### src/rtl/l1nc_pkg.sv
package l1nc_pkg;
  typedef enum logic [2:0] {
    OP_LOAD   = 3'd0,
    OP_STORE  = 3'd1,
    OP_ATOMIC = 3'd2,
    OP_FLUSH  = 3'd3,
    OP_INVAL  = 3'd4
  } core_op_e;

  typedef enum logic [1:0] {
    G_READ   = 2'd0,
    G_WRITE  = 2'd1,
    G_ATOMIC = 2'd2
  } glb_op_e;

  // where to continue once a dirty line has been written back
  typedef enum logic [1:0] {
    RET_FILL  = 2'd0,
    RET_GLOB  = 2'd1,
    RET_FLUSH = 2'd2
  } wb_ret_e;

  typedef enum logic [3:0] {
    S_IDLE, S_CHECK, S_HITRD, S_WBRD, S_WBLD, S_WBWAIT,
    S_FWAIT, S_GWAIT, S_FLSCAN, S_FLNEXT
  } state_e;
endpackage

### src/rtl/l1nc_dataram.sv
module l1nc_dataram #(
  parameter int DEPTH  = 64,
  parameter int DATA_W = 32,
  localparam int AW    = $clog2(DEPTH)
) (
  input  logic              clk,
  input  logic [AW-1:0]     addr,
  input  logic              we,
  input  logic [DATA_W-1:0] wdata,
  output logic [DATA_W-1:0] q
);
  logic [DATA_W-1:0] mem [DEPTH];

  // single port, registered read: maps onto block RAM
  always_ff @(posedge clk) begin
    if (we) mem[addr] <= wdata;
    q <= mem[addr];
  end
endmodule

### src/rtl/l1nc_tagstore.sv
module l1nc_tagstore #(
  parameter int LINES = 16,
  parameter int TAG_W = 10,
  localparam int IDX_W = $clog2(LINES)
) (
  input  logic             clk,
  input  logic             rst,
  input  logic [IDX_W-1:0] idx,
  input  logic             fill,
  input  logic [TAG_W-1:0] fill_tag,
  input  logic             set_dirty,
  input  logic             clr_dirty,
  input  logic             drop,
  input  logic             drop_all,
  output logic             valid_o,
  output logic             dirty_o,
  output logic [TAG_W-1:0] tag_o,
  output logic             any_dirty_o
);
  logic [LINES-1:0] vld, drt;
  logic [TAG_W-1:0] tags [LINES];

  always_ff @(posedge clk) begin
    if (rst) begin
      vld <= '0;
      drt <= '0;
    end else begin
      if (drop_all) vld <= '0;
      if (fill) begin
        vld[idx] <= 1'b1;
        drt[idx] <= 1'b0;
      end
      if (set_dirty) drt[idx] <= 1'b1;
      if (clr_dirty) drt[idx] <= 1'b0;
      if (drop)      vld[idx] <= 1'b0;
    end
  end

  always_ff @(posedge clk) begin
    if (fill) tags[idx] <= fill_tag;
  end

  assign valid_o     = vld[idx];
  assign dirty_o     = drt[idx];
  assign tag_o       = tags[idx];
  assign any_dirty_o = |drt;
endmodule

### src/rtl/l1nc_ctrl.sv
module l1nc_ctrl
  import l1nc_pkg::*;
#(
  parameter int ADDR_W = 16,
  parameter int DATA_W = 32,
  parameter int LINES  = 16,
  parameter int WORDS  = 4,
  localparam int IDX_W = $clog2(LINES),
  localparam int OFF_W = $clog2(WORDS),
  localparam int TAG_W = ADDR_W - IDX_W - OFF_W
) (
  input  logic                   clk,
  input  logic                   rst,
  input  logic                   core_req_valid,
  output logic                   core_req_ready,
  input  logic [2:0]             core_req_op,
  input  logic                   core_req_global,
  input  logic [ADDR_W-1:0]      core_req_addr,
  input  logic [DATA_W-1:0]      core_req_wdata,
  output logic                   core_rsp_valid,
  output logic [DATA_W-1:0]      core_rsp_rdata,
  output logic                   core_rsp_err,
  output logic                   glb_req_valid,
  input  logic                   glb_req_ready,
  output logic [1:0]             glb_req_op,
  output logic [ADDR_W-1:0]      glb_req_addr,
  output logic [DATA_W-1:0]      glb_req_wdata,
  input  logic                   glb_rsp_valid,
  input  logic [DATA_W-1:0]      glb_rsp_rdata,
  output logic [IDX_W-1:0]       ts_idx,
  input  logic                   ts_valid,
  input  logic                   ts_dirty,
  input  logic [TAG_W-1:0]       ts_tag,
  input  logic                   ts_any_dirty,
  output logic                   ts_fill,
  output logic [TAG_W-1:0]       ts_fill_tag,
  output logic                   ts_set_dirty,
  output logic                   ts_clr_dirty,
  output logic                   ts_drop,
  output logic                   ts_drop_all,
  output logic [IDX_W+OFF_W-1:0] ram_addr,
  output logic                   ram_we,
  output logic [DATA_W-1:0]      ram_wdata,
  input  logic [DATA_W-1:0]      ram_q
);
  localparam logic [OFF_W-1:0] LAST_W = OFF_W'(WORDS - 1);
  localparam logic [IDX_W-1:0] LAST_L = IDX_W'(LINES - 1);

  state_e            state;
  wb_ret_e           ret_q;
  logic [2:0]        r_op;
  logic              r_glob;
  logic [ADDR_W-1:0] r_addr;
  logic [DATA_W-1:0] r_wdata;
  logic [IDX_W-1:0]  line_q;
  logic [OFF_W-1:0]  cnt_q;
  logic              rsp_v_q, rsp_e_q;
  logic [DATA_W-1:0] rsp_d_q;
  logic              g_v_q;
  logic [1:0]        g_op_q;
  logic [ADDR_W-1:0] g_a_q;
  logic [DATA_W-1:0] g_d_q;

  logic [TAG_W-1:0] r_tag;
  logic [OFF_W-1:0] r_off;
  logic             hit, bypass, st_hit, last_rsp;
  logic [1:0]       byp_op;

  assign r_tag    = r_addr[ADDR_W-1 -: TAG_W];
  assign r_off    = r_addr[OFF_W-1:0];
  assign hit      = ts_valid && (ts_tag == r_tag);
  assign bypass   = r_glob || (r_op == OP_ATOMIC);
  assign st_hit   = !bypass && hit && (r_op == OP_STORE);
  assign last_rsp = glb_rsp_valid && (cnt_q == LAST_W);
  assign byp_op   = (r_op == OP_ATOMIC) ? G_ATOMIC :
                    (r_op == OP_STORE)  ? G_WRITE  : G_READ;

  assign ts_idx       = line_q;
  assign ts_fill_tag  = r_tag;
  assign ts_fill      = (state == S_FWAIT) && last_rsp;
  assign ts_set_dirty = (state == S_CHECK) && st_hit;
  assign ts_clr_dirty = (state == S_WBWAIT) && last_rsp;
  assign ts_drop      = (state == S_GWAIT) && glb_rsp_valid && hit &&
                        (r_op == OP_STORE || r_op == OP_ATOMIC);
  assign ts_drop_all  = (state == S_CHECK) && (r_op == OP_INVAL) && !ts_any_dirty;

  assign ram_addr  = (state == S_WBRD || state == S_FWAIT) ? {line_q, cnt_q} : {line_q, r_off};
  assign ram_we    = ts_set_dirty || ((state == S_FWAIT) && glb_rsp_valid);
  assign ram_wdata = (state == S_FWAIT) ? glb_rsp_rdata : r_wdata;

  assign core_req_ready = (state == S_IDLE);
  assign core_rsp_valid = rsp_v_q;
  assign core_rsp_rdata = rsp_d_q;
  assign core_rsp_err   = rsp_e_q;
  assign glb_req_valid  = g_v_q;
  assign glb_req_op     = g_op_q;
  assign glb_req_addr   = g_a_q;
  assign glb_req_wdata  = g_d_q;

  always_ff @(posedge clk) begin
    if (rst) begin
      state   <= S_IDLE;
      ret_q   <= RET_FILL;
      r_op    <= '0;
      r_glob  <= 1'b0;
      r_addr  <= '0;
      r_wdata <= '0;
      line_q  <= '0;
      cnt_q   <= '0;
      rsp_v_q <= 1'b0;
      rsp_e_q <= 1'b0;
      rsp_d_q <= '0;
      g_v_q   <= 1'b0;
      g_op_q  <= G_READ;
      g_a_q   <= '0;
      g_d_q   <= '0;
    end else begin
      rsp_v_q <= 1'b0;
      if (g_v_q && glb_req_ready) g_v_q <= 1'b0;
      unique case (state)
        S_IDLE: if (core_req_valid) begin
          r_op    <= core_req_op;
          r_glob  <= core_req_global;
          r_addr  <= core_req_addr;
          r_wdata <= core_req_wdata;
          line_q  <= core_req_addr[OFF_W +: IDX_W];
          state   <= S_CHECK;
        end
        S_CHECK: begin
          cnt_q <= '0;
          if (r_op == OP_FLUSH) begin
            line_q <= '0;
            state  <= S_FLSCAN;
          end else if (r_op == OP_INVAL) begin
            rsp_v_q <= 1'b1;
            rsp_e_q <= ts_any_dirty;
            rsp_d_q <= '0;
            state   <= S_IDLE;
          end else if (bypass) begin
            if (hit && ts_dirty) begin
              ret_q <= RET_GLOB;
              state <= S_WBRD;
            end else begin
              g_v_q <= 1'b1; g_op_q <= byp_op; g_a_q <= r_addr; g_d_q <= r_wdata;
              state <= S_GWAIT;
            end
          end else if (hit) begin
            if (r_op == OP_STORE) begin
              rsp_v_q <= 1'b1; rsp_e_q <= 1'b0; rsp_d_q <= '0;
              state   <= S_IDLE;
            end else begin
              state <= S_HITRD;
            end
          end else if (ts_valid && ts_dirty) begin
            ret_q <= RET_FILL;
            state <= S_WBRD;
          end else begin
            g_v_q <= 1'b1; g_op_q <= G_READ; g_a_q <= {r_tag, line_q, {OFF_W{1'b0}}};
            state <= S_FWAIT;
          end
        end
        S_HITRD: begin
          rsp_v_q <= 1'b1; rsp_e_q <= 1'b0; rsp_d_q <= ram_q;
          state   <= S_IDLE;
        end
        S_WBRD: state <= S_WBLD;
        S_WBLD: begin
          g_v_q <= 1'b1; g_op_q <= G_WRITE; g_a_q <= {ts_tag, line_q, cnt_q}; g_d_q <= ram_q;
          state <= S_WBWAIT;
        end
        S_WBWAIT: if (glb_rsp_valid) begin
          if (cnt_q == LAST_W) begin
            cnt_q <= '0;
            unique case (ret_q)
              RET_FILL: begin
                g_v_q <= 1'b1; g_op_q <= G_READ; g_a_q <= {r_tag, line_q, {OFF_W{1'b0}}};
                state <= S_FWAIT;
              end
              RET_GLOB: begin
                g_v_q <= 1'b1; g_op_q <= byp_op; g_a_q <= r_addr; g_d_q <= r_wdata;
                state <= S_GWAIT;
              end
              default: state <= S_FLNEXT;
            endcase
          end else begin
            cnt_q <= cnt_q + 1'b1;
            state <= S_WBRD;
          end
        end
        S_FWAIT: if (glb_rsp_valid) begin
          if (cnt_q == LAST_W) begin
            state <= S_CHECK;
          end else begin
            cnt_q <= cnt_q + 1'b1;
            g_v_q <= 1'b1; g_op_q <= G_READ; g_a_q <= {r_tag, line_q, cnt_q + 1'b1};
          end
        end
        S_GWAIT: if (glb_rsp_valid) begin
          rsp_v_q <= 1'b1; rsp_e_q <= 1'b0; rsp_d_q <= glb_rsp_rdata;
          state   <= S_IDLE;
        end
        S_FLSCAN: begin
          cnt_q <= '0;
          if (ts_valid && ts_dirty) begin
            ret_q <= RET_FLUSH;
            state <= S_WBRD;
          end else begin
            state <= S_FLNEXT;
          end
        end
        S_FLNEXT: begin
          if (line_q == LAST_L) begin
            rsp_v_q <= 1'b1; rsp_e_q <= 1'b0; rsp_d_q <= '0;
            state   <= S_IDLE;
          end else begin
            line_q <= line_q + 1'b1;
            state  <= S_FLSCAN;
          end
        end
        default: state <= S_IDLE;
      endcase
    end
  end
endmodule

### src/rtl/l1nc_cache.sv
module l1nc_cache #(
  parameter int ADDR_W = 16,
  parameter int DATA_W = 32,
  parameter int LINES  = 16,
  parameter int WORDS  = 4
) (
  input  logic              clk,
  input  logic              rst,
  input  logic              core_req_valid,
  output logic              core_req_ready,
  input  logic [2:0]        core_req_op,
  input  logic              core_req_global,
  input  logic [ADDR_W-1:0] core_req_addr,
  input  logic [DATA_W-1:0] core_req_wdata,
  output logic              core_rsp_valid,
  output logic [DATA_W-1:0] core_rsp_rdata,
  output logic              core_rsp_err,
  output logic              glb_req_valid,
  input  logic              glb_req_ready,
  output logic [1:0]        glb_req_op,
  output logic [ADDR_W-1:0] glb_req_addr,
  output logic [DATA_W-1:0] glb_req_wdata,
  input  logic              glb_rsp_valid,
  input  logic [DATA_W-1:0] glb_rsp_rdata
);
  localparam int IDX_W = $clog2(LINES);
  localparam int OFF_W = $clog2(WORDS);
  localparam int TAG_W = ADDR_W - IDX_W - OFF_W;

  logic [IDX_W-1:0]       ts_idx;
  logic                   ts_valid, ts_dirty, ts_any_dirty;
  logic [TAG_W-1:0]       ts_tag, ts_fill_tag;
  logic                   ts_fill, ts_set_dirty, ts_clr_dirty, ts_drop, ts_drop_all;
  logic [IDX_W+OFF_W-1:0] ram_addr;
  logic                   ram_we;
  logic [DATA_W-1:0]      ram_wdata, ram_q;

  l1nc_ctrl #(.ADDR_W(ADDR_W), .DATA_W(DATA_W), .LINES(LINES), .WORDS(WORDS)) u_ctrl (
    .clk, .rst,
    .core_req_valid, .core_req_ready, .core_req_op, .core_req_global,
    .core_req_addr, .core_req_wdata,
    .core_rsp_valid, .core_rsp_rdata, .core_rsp_err,
    .glb_req_valid, .glb_req_ready, .glb_req_op, .glb_req_addr, .glb_req_wdata,
    .glb_rsp_valid, .glb_rsp_rdata,
    .ts_idx, .ts_valid, .ts_dirty, .ts_tag, .ts_any_dirty,
    .ts_fill, .ts_fill_tag, .ts_set_dirty, .ts_clr_dirty, .ts_drop, .ts_drop_all,
    .ram_addr, .ram_we, .ram_wdata, .ram_q
  );

  l1nc_tagstore #(.LINES(LINES), .TAG_W(TAG_W)) u_tags (
    .clk, .rst,
    .idx(ts_idx), .fill(ts_fill), .fill_tag(ts_fill_tag),
    .set_dirty(ts_set_dirty), .clr_dirty(ts_clr_dirty),
    .drop(ts_drop), .drop_all(ts_drop_all),
    .valid_o(ts_valid), .dirty_o(ts_dirty), .tag_o(ts_tag), .any_dirty_o(ts_any_dirty)
  );

  l1nc_dataram #(.DEPTH(LINES * WORDS), .DATA_W(DATA_W)) u_ram (
    .clk, .addr(ram_addr), .we(ram_we), .wdata(ram_wdata), .q(ram_q)
  );
endmodule

### config.mk
export PLATFORM = sky130hd
export DESIGN_NAME = l1nc_cache
export DESIGN_NICKNAME = d
export VERILOG_FILES = /design/src/rtl/l1nc_pkg.sv /design/src/rtl/l1nc_dataram.sv /design/src/rtl/l1nc_tagstore.sv /design/src/rtl/l1nc_ctrl.sv /design/src/rtl/l1nc_cache.sv
export SDC_FILE = /design/constraint.sdc
export NUM_CORES = 2
export LEC_CHECK = 0
export BUFFER_PORTS_ARGS = -buffer_cell sky130_fd_sc_hd__buf_2
export CAP_MARGIN = 15
export CORE_MARGIN = 2
export CORE_UTILIZATION = 40
export DETAILED_ROUTE_END_ITERATION = 6
export PLACE_DENSITY_LB_ADDON = 0.15
export SYNTH_ARGS = -nofsm -noshare
export SYNTH_HDL_FRONTEND = slang
export SYNTH_HIERARCHICAL = 1
export SYNTH_SLANG_ARGS = --single-unit
### constraint.sdc
create_clock -name clk -period 4.75 [get_ports clk]
set_input_delay 0.2375 -clock clk [delete_from_list [all_inputs] [get_ports clk]]
set_output_delay 0.2375 -clock clk [all_outputs]
set_load 0.03 [all_outputs]
Word level (Yosys, flattened, before mapping)
Memories as Yosys holds them, arrays and structs flattened. A register that Yosys moved wholly into a read port is not among the register bits.
Index checks and enable logic that the tools add are counted.
{"block": "word_totals", "reg_bits": 181, "latchBits": 0, "ramBits": 2208, "rom_bits": 0, "output_inout_bits": 86, "n_memories": 2}
{"block": "op_classes", "add_sub_neg": 2, "multipliers": 0, "n_div": 0, "n_lt_le_gt_ge": 2, "eq_ne": 42, "n_shift": 0, "muxes": 129, "bitwise_logic": 6, "reduce_logical": 42}
{"name": "u_ram.mem", "depth": 64, "width": 32, "read_ports": 1, "rd_clocked_by_memory_dff": 1, "wr": 1, "line": "l1nc_dataram.sv:12", "source": "logic [DATA_W-1:0] mem [DEPTH];"}
{"name": "u_tags.tags", "depth": 16, "width": 10, "read_ports": 1, "rd_clocked_by_memory_dff": 1, "wr": 1, "line": "l1nc_tagstore.sv:21", "source": "logic [TAG_W-1:0] tags [LINES];"}
{"op": "$mux W32", "n": 15}
{"op": "$mux W16", "n": 20}
{"op": "$pmux W32 S4", "n": 1}
{"op": "$pmux W32 S3", "n": 1}
{"op": "$mux W4", "n": 17}
{"op": "$pmux W16 S4", "n": 1}
{"op": "$and A16 B16 Y16", "n": 3}
{"op": "$mux W2", "n": 24}
{"op": "$pmux W4 S9", "n": 1}
{"op": "$mux W1", "n": 34}
{"op": "$or A16 B16 Y16", "n": 2}
{"op": "$pmux W16 S2", "n": 1}
{"op": "$ne A2 B2 Y1 const B", "n": 13}
{"op": "$logic_and A1 B1 Y1", "n": 17}
{"op": "$eq A4 B3 Y1 const B", "n": 4}
{"op": "$not A16 Y16", "n": 1}
{"op": "$reduce_or A16 Y1", "n": 1}
{"op": "$ne A3 B3 Y1 const B", "n": 5}
{"op": "$reduce_and A7 Y1", "n": 2}
{"op": "$eq A4 B4 Y1 const B", "n": 3}
{"op": "$ne A3 B2 Y1 const B", "n": 4}
{"op": "$pmux W1 S4", "n": 3}
{"op": "$pmux W4 S3", "n": 1}
{"op": "$reduce_and A11 Y1", "n": 1}
{"op": "other kinds (32)", "n": 48}

Depth between registers and ports, before layout
{"block": "depth", "depth_word": 13, "depth_mapped": 16, "ltp_nobuf": 11}

Modules after synthesis
Netlist, hierarchy kept.
{"mod": "l1nc_dataram", "instances": 1, "cells_per_inst": 4370, "area_each_um2": 78615.4}
{"mod": "l1nc_ctrl", "instances": 1, "cells_per_inst": 962, "area_each_um2": 8419.3}
{"mod": "l1nc_tagstore", "instances": 1, "cells_per_inst": 444, "area_each_um2": 7777.5}

Worst setup path before layout
OpenSTA, ideal clock, no wires.
{"block": "synth_timing", "kind": "flip-flop to flip-flop", "start": "register u_ctrl.line_q[0], in the netlist u_ctrl/ts_idx[0]", "end": "memory u_ram.mem[11][0], enable pin", "setup_ns": 0.421, "arrival_time_ns": 4.457, "required_ns": 4.329, "path_slack_ns": -0.128, "stages_incl_launch_ff": 15, "synth_period_minus_slack_ns": 4.878, "path_cell_list": "dfxtp_1 buf_4 buf_6 buf_4 mux4_2 a22oi_1 nand2_1 xnor2_1 nand4_1 nor4_1 and3_1 a21o_1 nor2b_1 nand2_1 nor2_1"}
{"block": "synth_via", "elab_chain_len": 9}
{"item": "from (decl)", "line": "l1nc_ctrl.sv:55", "source": "logic [IDX_W-1:0] line_q;"}
{"item": "from (signal assigned)", "line": "l1nc_ctrl.sv:126", "source": "line_q <= core_req_addr[OFF_W +: IDX_W];"}
{"item": "from (signal assigned)", "line": "l1nc_ctrl.sv:216", "source": "line_q <= line_q + 1'b1;"}
{"item": "$bmux W1 S4", "line": "l1nc_tagstore.sv:43", "source": "assign valid_o = vld[idx];"}
{"item": "$mux W1 (implied by the code)", "line": "l1nc_tagstore.sv:43"}
{"item": "$logic_and A1 B1 Y1", "line": "l1nc_ctrl.sv:71", "source": "assign hit = ts_valid && (ts_tag == r_tag);"}
{"item": "$logic_and A1 B1 Y1 (2 in a row)", "line": "l1nc_ctrl.sv:73", "source": "assign st_hit = !bypass && hit && (r_op == OP_STORE);"}
{"item": "$logic_and A1 B1 Y1", "line": "l1nc_ctrl.sv:81", "source": "assign ts_set_dirty = (state == S_CHECK) && st_hit;"}
{"item": "net ts_set_dirty", "line": "l1nc_cache.sv:33", "source": "logic ts_fill, ts_set_dirty, ts_clr_dirty, ts_drop, ts_drop_all;"}
{"item": "$logic_or A1 B1 Y1", "line": "l1nc_ctrl.sv:88", "source": "assign ram_we = ts_set_dirty || ((state == S_FWAIT) && glb_rsp_valid);"}
{"item": "net ram_we", "line": "l1nc_cache.sv:35", "source": "logic ram_we;"}
{"item": "$mux W1", "line": "l1nc_dataram.sv:16", "source": "if (we) mem[addr] <= wdata;"}
{"item": "$mux W1 (implied by the code)", "line": "l1nc_dataram.sv:16"}
{"item": "to (decl)", "line": "l1nc_dataram.sv:12"}
The timed path passes the listed nets, and every way through them passes these cells. The select of a mux whose other input is x is not followed.

Worst setup path in the final report
{"block": "layout_timing", "start": "register u_ctrl.state[2]", "end": "register u_ram.q[13] (read register of u_ram.mem)"}
{"block": "layout_via", "elab_chain_len": 3, "word_cells_on_any_way": 4, "cone_classes": "2 x eq/ne; 1 x mux; 1 x reduce/logical"}
{"item": "from (decl)", "line": "l1nc_ctrl.sv:49", "source": "state_e state;"}
{"item": "from (signal assigned)", "line": "l1nc_ctrl.sv:102", "source": "state <= S_IDLE;"}
{"item": "from (signal assigned)", "line": "l1nc_ctrl.sv:127", "source": "state <= S_CHECK;"}
{"item": "from (signal assigned)", "line": "l1nc_ctrl.sv:133", "source": "state <= S_FLSCAN;"}
{"item": "$eq A4 B2 Y1 or $eq A4 B3 Y1 (tied branches)", "line": "l1nc_ctrl.sv:87", "source": "assign ram_addr = (state == S_WBRD || state == S_FWAIT) ? {line_q, cnt_q} : {line_q, r_off};"}
{"item": "$logic_or A1 B1 Y1 (*)", "line": "l1nc_ctrl.sv:87"}
{"item": "$mux W2 (*)", "line": "l1nc_ctrl.sv:87"}
{"item": "net ram_addr[1]", "line": "l1nc_cache.sv:34", "source": "logic [IDX_W+OFF_W-1:0] ram_addr;"}
{"item": "to (decl)", "line": "l1nc_dataram.sv:10", "source": "output logic [DATA_W-1:0] q"}
Mark *: on every way through the listed nets, which the timed path passes. The rest lies on a longest branch.
A chain may end at the register's enable or synchronous reset.

==> flow_metrics.tcl <==
set metrics [dict create \
    grt_max_degree 144 \
    ys_seq_area_share_pct 74.43 \
    r2r.worst_path.cells 11 \
    clkLatencyLatePin_ns 0.94 \
    synth_top_area_share_pct 69.93 \
    ys_seq_elements 2421 \
    yosys-top-cells-area "edfxtp_1 (70%), dfxtp_1 (4.5%), a221oi_1 (2.9%)" \
    fillers 20090 \
    die_w_um 490.9 \
    viasPerCell 6.140 \
    slew_headroom_pct 14.61 \
    fmaxAchievable_mhz 206.0 \
    grt_use_total_pct 26.01 \
    grt_pass1_wl_um 446600 \
    place_hpwl_um 204700 \
    drive_above_1_share_pct 20.67 \
    ys.flop_type "edfxtp_1" \
    final_hold_viol_count 0 \
    whs_endpoint "u_ctrl/r_addr[5]$_SDFFE_PP0P_" \
    place.port_buffers 174 \
    mostFrequentLayoutCell "edfxtp_1" \
    worstHoldPathCells 4 \
    start_util_pct 40.28 \
    core_area_um2 235400 \
    cts_num_sinks 2421 \
    fin_crit_ns 4.855 \
    grt_pass1_vias 56920 \
    failed_checks "negative setup slack" \
    status "finished, violations left" \
    syn_area_um2 94810 \
    design_area_um2 112300 \
    rows 178 \
    drtIter0Drc 8180 \
    cts-htree-levels 5 \
    setup.worst_path.class "reg2reg" \
    layout_common_cells "edfxtp_1 (2,208), a22oi_1 (325), a221oi_1 (313), buf_4 (311), clkbuf_16 (284)" \
    antenna_found_initial 31 \
    numCtsBuffers 279 \
    dieArea_um2 240900 \
    netlist_instances 5776 \
    syn_nets 5867 \
    setup_slack_ns -0.1046 \
    clock-skew-final_ns 0.05968 \
    ys_warn_count 6 \
    gp_congestion 0.9090 \
    power_density_nw_per_um2 570.1 \
    leakagePower_nw 36.58 \
    rsz0062_at_grt "false" \
    hp-class "in2reg" \
    final_max_slew_viol_count 0 \
    grt-ovfl-total 0 \
    start_kind "flip-flop" \
    fp.dieH_um 490.9 \
    setup_violations 1 \
    maxCapViolations 0 \
    fin_crit_sh_pct 102.2 \
    arrival_ns 5.46 \
    synthToLayoutAreaGrowth_pct 18.42 \
    synthArstFlopShare_pct 0 \
    fin_tns_setup_ns -0.1046 \
    cp_max_fo 35 \
    dr.pass1.iters 6 \
    wl_per_cell_um 33.29 \
    drc 0 \
    wirelength_um 321400 \
    worst-r2r-setup-slack_ns -0.10 \
    ios 175 \
    timing.rr.end "u_ram/q[13]$_DFF_P_" \
    synth_edf_count 2208 \
    holdWs_ns 0.05195 \
    ant_nets 0 \
    cts_tree "built" \
    max_slew.worst_pin.slew_ns 1.281 \
    synth_area_leader_cell "edfxtp_1" \
    required_ns 5.36 \
    synthDistinctLibCells 89 \
    min_from "core_req_valid" \
    avgSynthCellArea_um2 16.41 \
    clk_pin_slew_ns 0.06 \
    r2r_start "u_ctrl/state[2]$_SDFFE_PP0P_" \
    clockBufferDepth 4 \
    placed_cell_area_um2 102700 \
    ir_drop_mv 0.4392 \
    post_cts_buffers 0 \
    vias 59260 \
    clockRootBuffer "clkbuf_16" \
    finalNetCount 6388 \
    endpoint_kind "flip-flop" \
]
-- Yosys cell counts (63+ instances only) --
| master | n |
|---|---|
| o22ai_1 | 133 |
| a22oi_1 | 325 |
| a221oi_1 | 313 |
| mux2_2 | 110 |
| nand2_1 | 226 |
| dfxtp_1 | 213 |
| mux4_2 | 93 |
| o21ai_0 | 113 |
| buf_2 | 163 |
| nor2_1 | 276 |
| a21oi_1 | 234 |
| clkbuf_1 | 188 |
| a211oi_1 | 80 |
| mux2i_1 | 230 |
| edfxtp_1 | 2208 |
| nor2b_1 | 63 |
-- per-stage QoR --
stage	worst slack, ns	power [mW]	util (%)	cells
after floorplan	-0.1280	35.03	-	5776
after global placement	-0.2842	43.44	43.57	9052
after detailed placement	-0.09725	43.63	43.61	9059
after CTS	0.04014	63.92	47.65	9636
after global routing	0.005458	65.77	47.69	9642
final	-0.1046	64.01	47.70	9652
-- how the worst max path moves through the flow --
stage	from	endpoint	slack, ns	depth (start not counted)
2_1_floorplan	u_ctrl/ts_idx[0]$_SDFFE_PP0P_	u_ram/mem[11][0]$_DFFE_PP_	-0.13	14
3_3_place_gp	u_ctrl/state[2]$_SDFFE_PP0P_	u_ram/q[5]$_DFF_P_	-0.28	10
3_5_place_dp	u_ctrl/state[2]$_SDFFE_PP0P_	u_ram/q[5]$_DFF_P_	-0.1	13
4_1_cts	u_ctrl/state[2]$_SDFFE_PP0P_	u_ram/q[15]$_DFF_P_	0.04	11
5_1_grt	u_ctrl/state[2]$_SDFFE_PP0P_	u_ram/q[13]$_DFF_P_	0.005	11
6_report	u_ctrl/state[2]$_SDFFE_PP0P_	u_ram/q[13]$_DFF_P_	-0.10	11
-- power breakdown --
part           total, mW  internal [mW]  switching (mW)
logic               18.2           5.51            12.7
clock network       20.3           11.9            8.36
registers           25.5           24.8           0.672
-- kinds of logic (layout without fill, tap and decap cells) --
group	count (synthesis)	after routing	share of synthesized area (%)
XOR/XNOR	14	14	0.1293
AO/OA/AOI/OAI	1542	1542	12.15
flip-flops	2421	2421	74.43
other	0	11	0
AND/OR/NAND/NOR	786	787	3.922
multiplexers	489	489	6.613
buffers and inverters	522	1236	2.733
adder cells (fa/ha/maj)	2	2	0.02639
-- flip-flops by register name, indices dropped and copies added, names as in the netlist, 4 cells and up --
name,count
u_ram/mem,2048
u_tags/tags,160
u_ctrl/core_rsp_rdata,32
u_ctrl/glb_req_wdata,32
u_ctrl/r_wdata,32
u_ram/q,32
u_ctrl/glb_req_addr,16
u_ctrl/r_addr,16
u_tags/drt,16
u_tags/vld,16
u_ctrl/state,4
u_ctrl/ts_idx,4
-- critical path, cell delays in order (launching register included) --
cell	delay (ns)
dfxtp_1	0.32
xnor2_1	0.14
or3_1	0.42
mux2_8	0.52
and2_4	0.43
buf_12	0.27
buf_4	0.23
a221oi_1	0.42
nor2_1	0.12
a2111oi_0	0.86
buf_4	0.29
o2111ai_1	0.44
-- cell type report --
type	count	area, um2	area share, %
Clock buffer	360	7532	6.708
Sequential cell	2421	70580	62.86
Inverter	49	186.4	0.1660
Multi-Input combinational cell	2834	22350	19.90
Clock inverter	115	943.4	0.8402
Tap cell	3150	3941	3.510
Timing Repair Buffer	712	6724	5.989
Antenna cell	11	27.53	0.02452
-- metal layers --
metal | GRT usage, % | wire length, um | up-vias
li1 | - | - | 24600
met2 | 38.51 | 141400 | 3276
met4 | 8.439 | 10410 | 8
met3 | 6.311 | 33870 | 467
met1 | 37.62 | 135600 | 30910
met5 | 0 | 87 | -
-- what timing repair did --
item                                   4_1_cts  5_1_grt
resized for setup                            2        6
setup endpoints to repair                    2      965
hold buffers                               102        0
pin swaps                                    0        1
cloned                                       0        1
endpoints found under the hold margin      136        0
Power figures use the tool's default switching activity.
